--- src/rtl/pwr_seq_pkg.sv ---
// Shared types for the power-domain switch sequencer.
// Assumes: nothing beyond the IEEE 1800-2017 language.
package pwr_seq_pkg;

    typedef enum logic [2:0] {
        S_OFF    = 3'd0,
        S_FEW    = 3'd1,
        S_REST   = 3'd2,
        S_HOLD   = 3'd3,
        S_ON     = 3'd4,
        S_CLKOFF = 3'd5
    } seq_state_e;

    localparam int WAIT_W = 4;

endpackage

--- src/rtl/pwr_seq_regs.sv ---
// Control/config register file and registered read mux.
// Assumes: byte addresses 0x0 (control) and 0x4 (config); status inputs are read-only.
module pwr_seq_regs
    import pwr_seq_pkg::*;
#(
    parameter int          ADDR_W   = 4,
    parameter logic [3:0]  RST_REST = 4'd2,
    parameter logic [3:0]  RST_FEW  = 4'd8,
    parameter logic [3:0]  RST_CLK  = 4'd2
) (
    input  logic              clk,
    input  logic              rst_n,
    input  logic [ADDR_W-1:0] addr,
    input  logic              we,
    input  logic [31:0]       wdata,
    input  logic              status_on,
    input  logic              up_done,
    input  logic              dn_done,
    output logic              col_q,
    output logic              hw_q,
    output logic              ovr_q,
    output logic [WAIT_W-1:0] w_rest,
    output logic [WAIT_W-1:0] w_few,
    output logic [WAIT_W-1:0] w_clk,
    output logic              retain_q,
    output logic [31:0]       rd_data
);
    localparam logic [ADDR_W-1:0] A_CTRL = ADDR_W'(0);
    localparam logic [ADDR_W-1:0] A_CFG  = ADDR_W'(4);

    logic [31:0] ctrl_word;
    logic [31:0] cfg_word;

    // Register writes; status bits are not stored here and so ignore writes.
    always_ff @(posedge clk) begin
        if (!rst_n) begin
            col_q    <= 1'b1;
            hw_q     <= 1'b0;
            ovr_q    <= 1'b0;
            w_rest   <= RST_REST;
            w_few    <= RST_FEW;
            w_clk    <= RST_CLK;
            retain_q <= 1'b0;
        end else if (we) begin
            if (addr == A_CTRL) begin
                col_q  <= wdata[0];
                hw_q   <= wdata[1];
                ovr_q  <= wdata[2];
                w_clk  <= wdata[15:12];
                w_few  <= wdata[19:16];
                w_rest <= wdata[23:20];
            end else if (addr == A_CFG) begin
                retain_q <= wdata[11];
            end
        end
    end

    // Assemble the two readable words.
    always_comb begin
        ctrl_word = {status_on, 7'b0, w_rest, w_few, w_clk, 9'b0, ovr_q, hw_q, col_q};
        cfg_word  = {15'b0, up_done, dn_done, 3'b0, retain_q, 11'b0};
    end

    // Registered read data.
    always_ff @(posedge clk) begin
        if (!rst_n)              rd_data <= '0;
        else if (addr == A_CTRL) rd_data <= ctrl_word;
        else if (addr == A_CFG)  rd_data <= cfg_word;
        else                     rd_data <= '0;
    end

endmodule

--- src/rtl/pwr_seq_fsm.sv ---
// Switch sequencer: walks few-switch, rest-switch, clock-hold and clock-gate steps.
// Assumes: wait fields stay constant while a wait is running.
module pwr_seq_fsm
    import pwr_seq_pkg::*;
#(
    parameter int CNT_W    = 16,
    parameter int HOLD_CYC = 4
) (
    input  logic              clk,
    input  logic              rst_n,
    input  logic              ref_tick,
    input  logic              req_off,
    input  logic              ovr,
    input  logic [WAIT_W-1:0] w_rest,
    input  logic [WAIT_W-1:0] w_few,
    input  logic [WAIT_W-1:0] w_clk,
    output seq_state_e        state,
    output logic              accept,
    output logic              sw_few_en,
    output logic              sw_rest_en,
    output logic              clk_en,
    output logic              up_done,
    output logic              dn_done
);
    logic [CNT_W-1:0] cnt;
    logic [CNT_W-1:0] lim;
    logic             step_ok;
    logic             done;
    seq_state_e       nxt_wait;

    // Limit and successor for the current wait step.
    always_comb begin
        lim      = '0;
        nxt_wait = S_OFF;
        unique case (state)
            S_FEW:    begin lim = (CNT_W'(1) << w_few)  - CNT_W'(1); nxt_wait = S_REST;  end
            S_REST:   begin lim = (CNT_W'(1) << w_rest) - CNT_W'(1); nxt_wait = S_HOLD;  end
            S_HOLD:   begin lim = CNT_W'(HOLD_CYC - 1);              nxt_wait = S_ON;    end
            S_CLKOFF: begin lim = (CNT_W'(1) << w_clk)  - CNT_W'(1); nxt_wait = S_OFF;   end
            default:  begin lim = '0;                                nxt_wait = S_OFF;   end
        endcase
        step_ok = (state == S_HOLD) ? 1'b1 : ref_tick;
        done    = ovr || (step_ok && (cnt == lim));
        accept  = ((state == S_OFF) && !req_off) || ((state == S_ON) && req_off);
    end

    // State and wait counter; requests are only sampled in stable states.
    always_ff @(posedge clk) begin
        if (!rst_n) begin
            state <= S_OFF;
            cnt   <= '0;
        end else begin
            unique case (state)
                S_OFF: if (!req_off) begin state <= S_FEW;    cnt <= '0; end
                S_ON:  if (req_off)  begin state <= S_CLKOFF; cnt <= '0; end
                default: begin
                    if (done) begin
                        state <= nxt_wait;
                        cnt   <= '0;
                    end else if (step_ok) begin
                        cnt <= cnt + CNT_W'(1);
                    end
                end
            endcase
        end
    end

    // Output decode per state.
    always_comb begin
        sw_few_en  = (state != S_OFF);
        sw_rest_en = (state == S_REST) || (state == S_HOLD) || (state == S_ON) || (state == S_CLKOFF);
        clk_en     = (state == S_ON);
        up_done    = (state == S_ON);
        dn_done    = (state == S_OFF);
    end

    a_r5_cnt_within_limit: assert property (@(posedge clk) disable iff (!rst_n)
        ((state != S_OFF) && (state != S_ON)) |-> (cnt <= lim));

    a_r10_no_abort_on_rise: assert property (@(posedge clk) disable iff (!rst_n)
        (state == S_FEW) |=> ((state == S_FEW) || (state == S_REST)));

    a_r10_no_abort_on_fall: assert property (@(posedge clk) disable iff (!rst_n)
        (state == S_CLKOFF) |=> ((state == S_CLKOFF) || (state == S_OFF)));

endmodule

--- src/rtl/pwr_seq_lag.sv ---
// Power-on status with a fixed lag: frozen for LAG_TICKS reference ticks after each accepted request.
// Assumes: accept is a single-clock pulse from the sequencer.
module pwr_seq_lag #(
    parameter int LAG_TICKS = 8
) (
    input  logic clk,
    input  logic rst_n,
    input  logic ref_tick,
    input  logic accept,
    input  logic dom_on,
    output logic status_on
);
    localparam int LAG_W = $clog2(LAG_TICKS + 1);

    logic [LAG_W-1:0] lag;

    // Load, count down on ticks, and sample the domain state once the lag ends.
    always_ff @(posedge clk) begin
        if (!rst_n) begin
            lag       <= '0;
            status_on <= 1'b0;
        end else if (accept) begin
            lag <= LAG_W'(LAG_TICKS);
        end else if (lag != '0) begin
            if (ref_tick) lag <= lag - LAG_W'(1);
        end else begin
            status_on <= dom_on;
        end
    end

    a_r8_frozen_during_lag: assert property (@(posedge clk) disable iff (!rst_n)
        (lag != '0) |=> $stable(status_on));

    a_r8_rise_only_when_on: assert property (@(posedge clk) disable iff (!rst_n)
        $rose(status_on) |-> dom_on);

endmodule

--- src/rtl/pwr_switch_seq.sv ---
// Top: register port, switch sequencer and lagged status for one power domain.
// Assumes: ref_tick and hw_trig are synchronous to clk.
module pwr_switch_seq
    import pwr_seq_pkg::*;
#(
    parameter int         ADDR_W    = 4,
    parameter int         CNT_W     = 16,
    parameter int         HOLD_CYC  = 4,
    parameter int         LAG_TICKS = 8,
    parameter logic [3:0] RST_REST  = 4'd2,
    parameter logic [3:0] RST_FEW   = 4'd8,
    parameter logic [3:0] RST_CLK   = 4'd2
) (
    input  logic              clk,
    input  logic              rst_n,
    input  logic              ref_tick,
    input  logic              hw_trig,
    input  logic [ADDR_W-1:0] addr,
    input  logic              we,
    input  logic [31:0]       wdata,
    output logic [31:0]       rd_data,
    output logic              sw_few_en,
    output logic              sw_rest_en,
    output logic              clk_en,
    output logic              retain_en
);
    logic              col_q, hw_q, ovr_q, retain_q;
    logic [WAIT_W-1:0] w_rest, w_few, w_clk;
    logic              status_on, up_done, dn_done, accept, req_off;
    seq_state_e        state;

    // Effective request: trigger pin in hardware mode, collapse bit otherwise.
    always_comb req_off = hw_q ? hw_trig : col_q;

    // Retention enable straight from its config bit.
    always_comb retain_en = retain_q;

    pwr_seq_regs #(
        .ADDR_W(ADDR_W), .RST_REST(RST_REST), .RST_FEW(RST_FEW), .RST_CLK(RST_CLK)
    ) regs_i (
        .clk(clk), .rst_n(rst_n), .addr(addr), .we(we), .wdata(wdata),
        .status_on(status_on), .up_done(up_done), .dn_done(dn_done),
        .col_q(col_q), .hw_q(hw_q), .ovr_q(ovr_q),
        .w_rest(w_rest), .w_few(w_few), .w_clk(w_clk),
        .retain_q(retain_q), .rd_data(rd_data)
    );

    pwr_seq_fsm #(.CNT_W(CNT_W), .HOLD_CYC(HOLD_CYC)) fsm_i (
        .clk(clk), .rst_n(rst_n), .ref_tick(ref_tick), .req_off(req_off), .ovr(ovr_q),
        .w_rest(w_rest), .w_few(w_few), .w_clk(w_clk),
        .state(state), .accept(accept),
        .sw_few_en(sw_few_en), .sw_rest_en(sw_rest_en), .clk_en(clk_en),
        .up_done(up_done), .dn_done(dn_done)
    );

    pwr_seq_lag #(.LAG_TICKS(LAG_TICKS)) lag_i (
        .clk(clk), .rst_n(rst_n), .ref_tick(ref_tick), .accept(accept),
        .dom_on(up_done), .status_on(status_on)
    );

    a_r3_few_before_rest: assert property (@(posedge clk) disable iff (!rst_n)
        $rose(sw_rest_en) |-> $past(sw_few_en));

    a_r4_gate_before_open: assert property (@(posedge clk) disable iff (!rst_n)
        $fell(sw_few_en) |-> $past(!clk_en));

    a_r4_gate_first_on_collapse: assert property (@(posedge clk) disable iff (!rst_n)
        $fell(clk_en) |-> sw_rest_en);

    a_r9_flags_exclusive: assert property (@(posedge clk) disable iff (!rst_n)
        $onehot0({clk_en, !sw_few_en}));

endmodule

--- config.mk ---
export PLATFORM = sky130hd
export DESIGN_NAME = pwr_switch_seq
export DESIGN_NICKNAME = d
export VERILOG_FILES = /design/src/rtl/pwr_seq_pkg.sv /design/src/rtl/pwr_seq_regs.sv /design/src/rtl/pwr_seq_fsm.sv /design/src/rtl/pwr_seq_lag.sv /design/src/rtl/pwr_switch_seq.sv
export SDC_FILE = /design/constraint.sdc
export NUM_CORES = 1
export LEC_CHECK = 0
export BUFFER_PORTS_ARGS = -buffer_cell sky130_fd_sc_hd__buf_2
export CORE_AREA = 2 2 82 84
export DETAILED_ROUTE_END_ITERATION = 10
export DIE_AREA = 0 0 84 86
export GPL_TIMING_DRIVEN = 0
export HOLD_SLACK_MARGIN = 0.08
export PLACE_DENSITY = 0.87
export SYNTH_ARGS = -nofsm -noshare
export SYNTH_HDL_FRONTEND = slang
export SYNTH_SLANG_ARGS = --single-unit
export TNS_END_PERCENT = 100
--- constraint.sdc ---
create_clock -name clk -period 4.3 [get_ports clk]
set_input_delay 0.86 -clock clk [delete_from_list [all_inputs] [get_ports clk]]
set_output_delay 0.86 -clock clk [all_outputs]
set_load 0.03 [all_outputs]
==> results_dict.tcl <==
set metrics [dict create \
    root_buffer "clkbuf_8" \
    numCtsBuffers 9 \
    path_class "reg -> reg" \
    required_ns 4.54 \
    synth_top_area_cell "dfxtp_1" \
    drive_above_1_share 0.245 \
    nFillCells 486 \
    place.port_buffers 43 \
    yosys_warnings 0 \
    cts_hold_buffers 0 \
    syn_avg_cell_area_um2 7.80 \
    gp_congestion 0.865 \
    skew_ns 0.0126 \
    nNetsFinal 552 \
    synth_edf_count 0 \
    setup_violations 0 \
    period_share 0.983 \
    dpl_worst_slack_ns -0.282 \
    crit_chain "clkbuf_4 -> buf_2 -> and3b_1 -> a31oi_4 -> nand2_2 -> nand2_1 -> ha_4 -> o21ai_1 -> o31a_1 -> a2111oi_4 -> o21a_1 -> o2111ai_1 -> a2111oi_2 -> a41oi_2 -> or3_1 -> a31oi_1" \
    grt_pass1_vias 3141 \
    slew-limit-headroom 0.136 \
    synthFlopType "dfxtp_1" \
    cp-start-kind "flop" \
    synthArstFlopShare 0 \
    gr-usage-all-layers 0.240 \
    stdcell_count 588 \
    coreArea_mm2 0.00628 \
    final_common_cell "nand2_1" \
    die_y_um 86 \
    synth.area.top_cells "dfxtp_1, nand2_1, nor2_1" \
    synthCells 429 \
    grt_max_degree 11 \
    crit_fanout 10 \
    fin_crit_ns 4.23 \
    critPathMaxStageDelay_ns 0.47 \
    num_vias 3475 \
    post-place-cells 563 \
    drc_errors 0 \
    dp_hpwl_um 6270 \
    antenna_found_initial 0 \
    clk_pin_slew_worst_paths_ns 0.07 \
    wl_per_cell_um 15.6 \
    firstDrtPassIters 5 \
    holdWs_ns 0.448 \
    insertedDiodeCount 0 \
    cpMaxStageDelayCell "a2111oi_2" \
    cap_violations 0 \
    start_util 0.533 \
    max_freq_mhz 236 \
    cts_tree "done" \
    synth_cell_types 71 \
    dieArea_mm2 0.00722 \
    leakagePower_uw 0.00169 \
    ys_ff_latch 57 \
    ant_nets 0 \
    htreeDepth 3 \
    totalWireLength_um 9200 \
    worst_slew_pin_slew_ns 1.28 \
    layout_setup_ws_ns 0.0711 \
    syn_area_mm2 0.00335 \
    cts_sinks 57 \
    min_path_type "reg -> reg" \
    dieWidth_um 84 \
    status "finished clean" \
    synth_top_cell_area_share 0.341 \
    cts_buffer_depth 2 \
    rows 29 \
    drt-initial-drc-count 360 \
    clk_latency_ns 0.35 \
    p_per_area_mw_per_mm2 471 \
    peakVddDrop_v 0.000487 \
    final-hold-violation-count 0 \
    drv_slew 0 \
    endpoint_kind "flop" \
    vias_per_cell 5.91 \
    gr-total-overflow 0 \
    ys_seq_area_frac 0.341 \
    area_growth_pct 23.7 \
    io_pins 77 \
    worst_ep_arrival_time_ns 4.47 \
    grt_pass1_wl_um 14200 \
    mostFrequentLayoutCells "nand2_1, dfxtp_1, buf_2" \
]
[report_power, final]
group | total [µW] | internal [µW] | switching (µW) | leakage [µW]
combinational | 864 | 336 | 528 | 0.00113
sequential | 583 | 555 | 28.1 | 0.000462
clock | 503 | 279 | 224 | 0.0000981
total | 1950 | 1170 | 780 | 0.00169
[final cells by class]
type / instances / area, µm² / area share
Multi-Input combinational cell: 335 / 2110 / 0.510
Sequential cell: 57 / 1150 / 0.277
Timing Repair Buffer: 53 / 290 / 0.0701
Buffer: 38 / 248 / 0.0598
Clock buffer: 10 / 138 / 0.0332
Tap cell: 77 / 96.3 / 0.0233
Clock inverter: 5 / 56.3 / 0.0136
Inverter: 13 / 52.6 / 0.0127
[through the flow]
stage	area [µm²]	utilization	TNS, ns	total power, µW
floorplan	3400	-	0	1140
global placement	3710	0.591	-2.38	1280
detailed placement	3710	0.591	-4.12	1300
CTS	3940	0.628	0	1830
global route	4140	0.660	-0.434	2040
finish	4140	0.660	0	1950
[worst paths after layout]
check | startpoint | to | slack (ns) | cells after the start
worst max register to register | fsm_i.state[0]$_SDFFE_PN0P_ | fsm_i.state[1]$_SDFFE_PN0P_ | 0.07 | 16
worst min register to register | regs_i.retain_q$_SDFFE_PN0P_ | regs_i.rd_data[11]$_SDFF_PP0_ | 0.45 | 2
worst max-delay path | fsm_i.state[0]$_SDFFE_PN0P_ | fsm_i.state[1]$_SDFFE_PN0P_ | 0.07 | 16
worst min-delay path | regs_i.retain_q$_SDFFE_PN0P_ | regs_i.rd_data[11]$_SDFF_PP0_ | 0.45 | 2
[cell usage after synthesis, types with 3 or more instances]
| cell | instances |
|---|---|
| nand2_1 | 68 |
| dfxtp_1 | 57 |
| nor2_1 | 41 |
| a21oi_1 | 25 |
| nor3_1 | 18 |
| buf_4 | 16 |
| nand3_1 | 15 |
| and2_1 | 14 |
| clkbuf_1 | 13 |
| o21ai_0 | 12 |
| xnor2_1 | 11 |
| inv_1 | 10 |
| nor2b_1 | 8 |
| buf_2 | 7 |
| nand4_1 | 7 |
| xor2_1 | 7 |
| mux2i_1 | 6 |
| a31oi_1 | 4 |
| and3_1 | 4 |
| ha_1 | 4 |
| nand2b_1 | 4 |
| o211ai_1 | 4 |
| o21a_1 | 4 |
| a22oi_1 | 3 |
| o21ai_1 | 3 |
| or2_2 | 3 |
[cell families after synthesis]
family,share of synthesized area
flops,0.341
compound gates,0.197
fa+ha+maj,0.0149
buf+inv,0.0803
mux,0.0179
simple gates,0.301
xor+xnor,0.0471
other cells,0.00112
[flip-flops by register name, summed over array words and instances, names as in the netlist]
name and flops:
fsm_i.cnt 16, fsm_i.state 3, lag_i.lag 4, lag_i.status_on 1, regs_i.col_q 1, regs_i.hw_q 1, regs_i.ovr_q 1, regs_i.rd_data 17
regs_i.retain_q 1, regs_i.w_clk 4, regs_i.w_few 4, regs_i.w_rest 4
[worst max-delay path, delay by kind of cell (launching register included)]
family                   cells  cell delay, ns
AND/OR/NAND/NOR              4            0.95
adder cells (fa/ha/maj)      1            0.18
AO/OA/AOI/OAI                9            2.30
flip-flops                   1            0.30
buffers and inverters        2            0.39
[routing by layer]
metal,GRT usage,share of wire
met4,0.101,0.033
met2,0.404,0.49
met5,0,0
met3,0.0491,0.065
met1,0.302,0.42
[timing repair]
action | 4_1_cts | 5_1_grt
buffers inserted | 1 | 9
endpoints found under the hold margin | 0 | 0
pin swaps | 2 | 14
setup endpoints to repair | 18 | 19
gates cloned | 0 | 0
resized for setup | 8 | 29
Note: power is estimated with default switching activity, not from simulation.
